`src/rtl/clkdivPkg.sv`:
```
package clkdivPkg;

  // Strobes from the control side to the counting datapath
  typedef struct packed {
    logic clear;   // asynchronous clear of every divider stage
    logic runEn;   // clock source may run
    logic outEn;   // output buffer drives
  } divStrobes_t;

endpackage

```
`src/rtl/pinPullUp.sv`:
```
module pinPullUp #(
  parameter int WIDTH = 2
) (
  input  logic [WIDTH-1:0] pinLevel,
  input  logic [WIDTH-1:0] pinDriven,
  output logic [WIDTH-1:0] pinValue
);

  // Each pin: a floating pin is pulled to logic high
  for (genvar i = 0; i < WIDTH; i++) begin : gPin
    assign pinValue[i] = pinDriven[i] ? pinLevel[i] : 1'b1;
  end

endmodule

```
`src/rtl/divCtrl.sv`:
```
module divCtrl
  import clkdivPkg::*;
#(
  parameter int STAGES = 3,
  parameter int SEL_W  = $clog2(STAGES + 1)
) (
  input  logic             clkIn,
  input  logic             rstN,
  input  logic [SEL_W-1:0] selValue,
  output divStrobes_t      strobes,
  output logic [SEL_W-1:0] tapIdx
);

  localparam logic [SEL_W-1:0] MaxTap = SEL_W'(STAGES);

  always_comb begin
    strobes.clear = ~rstN;
    strobes.runEn = rstN;
    strobes.outEn = rstN;
  end

  // Ratios beyond the chain length saturate at the last stage
  assign tapIdx = (selValue > MaxTap) ? MaxTap : selValue;

  always @(posedge clkIn) begin
    if (!rstN) begin
      AST_RUN_DROPPED: assert (!strobes.runEn && !strobes.outEn);
    end
  end

endmodule

```
`src/rtl/divDatapath.sv`:
```
module divDatapath
  import clkdivPkg::*;
#(
  parameter int STAGES = 3,
  parameter int SEL_W  = $clog2(STAGES + 1)
) (
  input  logic             clkIn,
  input  divStrobes_t      strobes,
  input  logic [SEL_W-1:0] tapIdx,
  output logic             divOut
);

  logic              clearAsync;
  logic [STAGES-1:0] count;
  logic [STAGES:0]   taps;

  assign clearAsync = strobes.clear;

  // Falling-edge counter with asynchronous clear
  always_ff @(negedge clkIn or posedge clearAsync) begin
    if (clearAsync) count <= '0;
    else            count <= count + 1'b1;
  end

  // Tap 0 is the raw clock, tap k is counter bit k-1
  assign taps[0] = clkIn;
  for (genvar k = 0; k < STAGES; k++) begin : gTap
    assign taps[k+1] = count[k];
  end

  assign divOut = strobes.outEn & taps[tapIdx];

  AST_COUNT_STEP: assert property (@(negedge clkIn) disable iff (clearAsync)
    !$past(clearAsync) |-> count == $past(count) + 1'b1) else $error("count step");

  AST_DIV2_TOGGLE: assert property (@(negedge clkIn) disable iff (clearAsync)
    (!$past(clearAsync) && tapIdx == SEL_W'(1) && $past(tapIdx) == SEL_W'(1))
      |-> divOut != $past(divOut)) else $error("div2 toggle");

  AST_DIV4_TOGGLE: assert property (@(negedge clkIn) disable iff (clearAsync)
    (!$past(clearAsync) && tapIdx == SEL_W'(2) && $past(tapIdx) == SEL_W'(2))
      |-> (divOut != $past(divOut)) == $past(count[0])) else $error("div4 toggle");

endmodule

```
`src/rtl/clkDivTop.sv`:
```
module clkDivTop
  import clkdivPkg::*;
#(
  parameter int STAGES = 3,
  parameter int SEL_W  = $clog2(STAGES + 1)
) (
  input  logic             clkIn,
  input  logic [SEL_W-1:0] selLevel,
  input  logic [SEL_W-1:0] selDriven,
  input  logic             mrLevel,
  input  logic             mrDriven,
  output logic             clkOut,
  output logic             outEnable,
  output logic             oscRun
);

  logic [SEL_W-1:0] selValue;
  logic             mrValue;
  logic [SEL_W-1:0] tapIdx;
  divStrobes_t      strobes;

  pinPullUp #(.WIDTH(SEL_W)) u_selPins (
    .pinLevel (selLevel),
    .pinDriven(selDriven),
    .pinValue (selValue)
  );

  pinPullUp #(.WIDTH(1)) u_mrPin (
    .pinLevel (mrLevel),
    .pinDriven(mrDriven),
    .pinValue (mrValue)
  );

  divCtrl #(.STAGES(STAGES), .SEL_W(SEL_W)) u_ctrl (
    .clkIn   (clkIn),
    .rstN    (mrValue),
    .selValue(selValue),
    .strobes (strobes),
    .tapIdx  (tapIdx)
  );

  divDatapath #(.STAGES(STAGES), .SEL_W(SEL_W)) u_datapath (
    .clkIn  (clkIn),
    .strobes(strobes),
    .tapIdx (tapIdx),
    .divOut (clkOut)
  );

  assign outEnable = strobes.outEn;
  assign oscRun    = strobes.runEn;

  always @(posedge clkIn) begin
    if (!mrValue) begin
      AST_RESET_IDLE: assert (!clkOut);
      AST_OUT_FLOATS: assert (!outEnable && !oscRun);
    end
  end

endmodule

```
`config.mk`:
```
export PLATFORM = sky130hd
export DESIGN_NAME = clkDivTop
export DESIGN_NICKNAME = d
export VERILOG_FILES = /design/src/rtl/clkdivPkg.sv /design/src/rtl/pinPullUp.sv /design/src/rtl/divCtrl.sv /design/src/rtl/divDatapath.sv /design/src/rtl/clkDivTop.sv
export SDC_FILE = /design/constraint.sdc
export NUM_CORES = 1
export LEC_CHECK = 0
export ABC_CLOCK_PERIOD_IN_PS = 1480
export BUFFER_PORTS_ARGS = -buffer_cell sky130_fd_sc_hd__buf_2
export CORE_AREA = 2 2 39 41
export CTS_CLUSTER_SIZE = 25
export DETAILED_ROUTE_END_ITERATION = 10
export DIE_AREA = 0 0 41 43
export HOLD_SLACK_MARGIN = 0.08
export SYNTH_ARGS = -nofsm -noshare
export SYNTH_HDL_FRONTEND = slang
export SYNTH_HIERARCHICAL = 1
export SYNTH_SLANG_ARGS = --single-unit
```
`constraint.sdc`:
```
create_clock -name clkIn -period 1.48 [get_ports clkIn]
set_input_delay 0.148 -clock clkIn [delete_from_list [all_inputs] [get_ports clkIn]]
set_output_delay 0.148 -clock clkIn [all_outputs]
set_load 0.01 [all_outputs]
```
==> flow_summary.yaml <==
outcome:
  run_status: "finished with violations"
  failed_checks: "negative setup slack"
cells_and_area:
  antenna_cells_inserted: 0
  top_registers: "u_datapath/count (3)"
  utilization_pct: 21.7
  synthToLayoutAreaGrowth_pct: 62.2
  cell_area_after_layout_um2: 300
  finalNetCount: 41
  top_register: "u_datapath/count"
  layoutNonFillerInstCount: 48
  drive_gt1_share_pct: 62.5
  largest_register_ffs: 3
placement:
  routabilityCongestion: 0.653
  place.detailed.hpwl_um: 276
  place.port_buffers: 9
  dpl_worst_slack_ps: -454
  placedInstanceArea_um2: 245
  placed_cells: 41
setup_path:
  crit_slowest_cell: "sky130_fd_sc_hd__mux4_2"
  max_stage_delay_ps: 460
  critical_path_class: "flip-flop to primary output"
  crit_family: "multiplexers"
  critical_path.max_fanout: 2
  timing.critical_path.buf_inv: 1
  path_cells: "mux4_2 > and2_4 > buf_6"
  setup.worst_path.end_class: "primary output"
  worst-endpoint-arrival_ps: 2170
  path_depth: 3
  crit_path_start_kind: "flip-flop"
  cp.required_ps: 1330
  reg2regPathDepth: 3
die:
  die_h_um: 43
  placeableCoreArea_um2: 1380
  fp.dieW_um: 41
  rows: 14
  io_pins: 10
  full_die_area_um2: 1760
  floorplan.initialDensity_pct: 13.4
yosys:
  netlist.top_cell.by_area: "sky130_fd_sc_hd__dfrtn_1"
  synthXorXnorAreaFrac_pct: 4.73
  postSynthCellCount: 17
  synthSimpleGateAreaFrac_pct: 13.5
  seq_area_frac_synth_pct: 40.5
  post_synth_instance_area_um2: 185
  syn_nets: 25
  yosysTopAreaCellShare_pct: 40.5
  yosysWarningCount: 6
  fraction_of_the_mapped_netlist_area_in_compound_gates_pct: 0
  combinational_family_with_the_most_area_after_synthesis: "buffers and inverters"
  synth_area_per_cell_um2: 10.9
  postSynthRegisterBits: 3
  ys_top_cells_by_area: "sky130_fd_sc_hd__dfrtn_1, sky130_fd_sc_hd__buf_4, sky130_fd_sc_hd__mux4_2"
  synth.area.mux_share_pct: 12.2
  synthDistinctLibCells: 8
  synth-adder-area-share_pct: 6.76
clock_network:
  worstSkewPairLatency_ps: 360
  post-cts-setup-buffer-count: 0
  cts_tree: "built"
  clk_transition_reported_paths_ps: 30
routing:
  via_count: 162
  drt_drc_violations_left: 0
  ant_nets: 0
  drt-wirelength-per-cell_um: 8.13
  route.final.wire_length_um: 390
  firstDrtPassIters: 2
  initialDrtViolationCount: 1
  routed_via_density: 3.38
timing:
  rsz_0062_raised_after_global_routing: "true"
  finalWorstSetupSlack_ps: -842
  fin_hold_ws_ps: 438
  finalClockSkew_ps: 0.373
  worst_pin_slew_ps: 128
  report.final.hold_viol_count: 0
  max_slew_margin_pct: 91.4
  setup_tns_ps: -842
  fin_max_slew_vios: 0
  final_setup_violating_endpoints: 1
hold_path:
  worst_hold_path_type: "input port to asynchronous set/reset pin"
pwr:
  vdd_ir_drop_max_mv: 0.490
  power.switching_fraction_pct: 19.9
  p_per_area_nw_per_um2: 1260
  share_clk_of_total_power_pct: 73.3
  power_frac_comb_pct: 4.7
  power.leakage_nw: 0.172
  report.power.total_uw: 377
  total_switching_power_uw: 75.1
  power.sequential.fraction_pct: 22.0
  internal_uw: 302
global_routing:
  global_route_wire_length_before_repair_um: 683
  grt_remaining_overflow: 0
  groute.usage.overall_pct: 7.65
  grt_max_degree: 5
  number_of_global_route_vias_before_repair: 203
  grt_antenna_before_repair: 0
job:
  drv.max_cap_violation_count: 0
[synthesized netlist by cell type]
cell type	instances
sky130_fd_sc_hd__buf_4	4
sky130_fd_sc_hd__dfrtn_1	3
sky130_fd_sc_hd__inv_1	3
sky130_fd_sc_hd__nand2b_1	3
sky130_fd_sc_hd__and2_1	1
sky130_fd_sc_hd__ha_1	1
sky130_fd_sc_hd__mux4_2	1
sky130_fd_sc_hd__xor2_1	1
[power groups by stage]
stage | clock network [mW] | logic, mW | registers (mW)
2_1_floorplan | 0.0182 | 0.0153 | 0.0839
3_3_place_gp | 0.0202 | 0.0179 | 0.0839
3_5_place_dp | 0.0202 | 0.0182 | 0.0839
4_1_cts | 0.294 | 0.0184 | 0.0830
5_1_grt | 0.311 | 0.0210 | 0.0828
6_report | 0.277 | 0.0179 | 0.0830
[cell type report]
class	instances	area [um^2]
flip-flops and latches	3	75.1
well taps	16	20.0
multi-input cells	7	71.3
fillers	149	1080
clock buffers	8	60.1
inverters	3	11.3
repair buffers	11	62.6
[cell families (layout without fill, tap and decap cells)]
logic type,Yosys count,count (layout)
xor gates and xnor gates,1,1
adders and majority gates,1,1
buffers and inverters,7,22
DFF,3,3
muxes,1,1
and+or+nand+nor,4,4
[final timing paths]
path,slack (ps),start,endpoint
max,-840,u_datapath/count[1]$_DFF_NP0_,clkOut
min,440,mrDriven,u_datapath/count[1]$_DFF_NP0_
max reg2reg,490,u_datapath/count[0]$_DFF_NP0_,u_datapath/count[2]$_DFF_NP0_
min reg2reg,440,u_datapath/count[0]$_DFF_NP0_,u_datapath/count[0]$_DFF_NP0_
max in group asynchronous,860,mrLevel,u_datapath/count[2]$_DFF_NP0_
min in group clkIn,440,u_datapath/count[0]$_DFF_NP0_,u_datapath/count[0]$_DFF_NP0_
[worst reg2reg max path, cell delays in order (launching register included)]
cell	delay (ps)
sky130_fd_sc_hd__dfrtn_1	340
sky130_fd_sc_hd__buf_4	140
sky130_fd_sc_hd__ha_1	200
sky130_fd_sc_hd__xor2_1	160
[per-layer routing]
layer / share of wire, % / vias up / track usage (%)
met1: 45 / 70 / 4.87
li1: - / 78 / -
met3: 14 / 0 / 12.6
met5: 0 / - / 0
met2: 41 / 14 / 6.25
met4: 0 / 0 / 11.3
[cell usage in the layout (no fill, tap or decap), drive strengths merged]
cell and count:
buf 12, inv 3, and2 1, dfrtn 3, mux4 1, ha 1
nand2b 3, clkbuf 7, xor2 1
[timing repair]
action	CTS	global route
hold buffers	0	0
setup endpoints to repair	1	1
gates cloned	0	0
resized for setup	1	0
No activity file was read; power rests on OpenSTA's default activity.
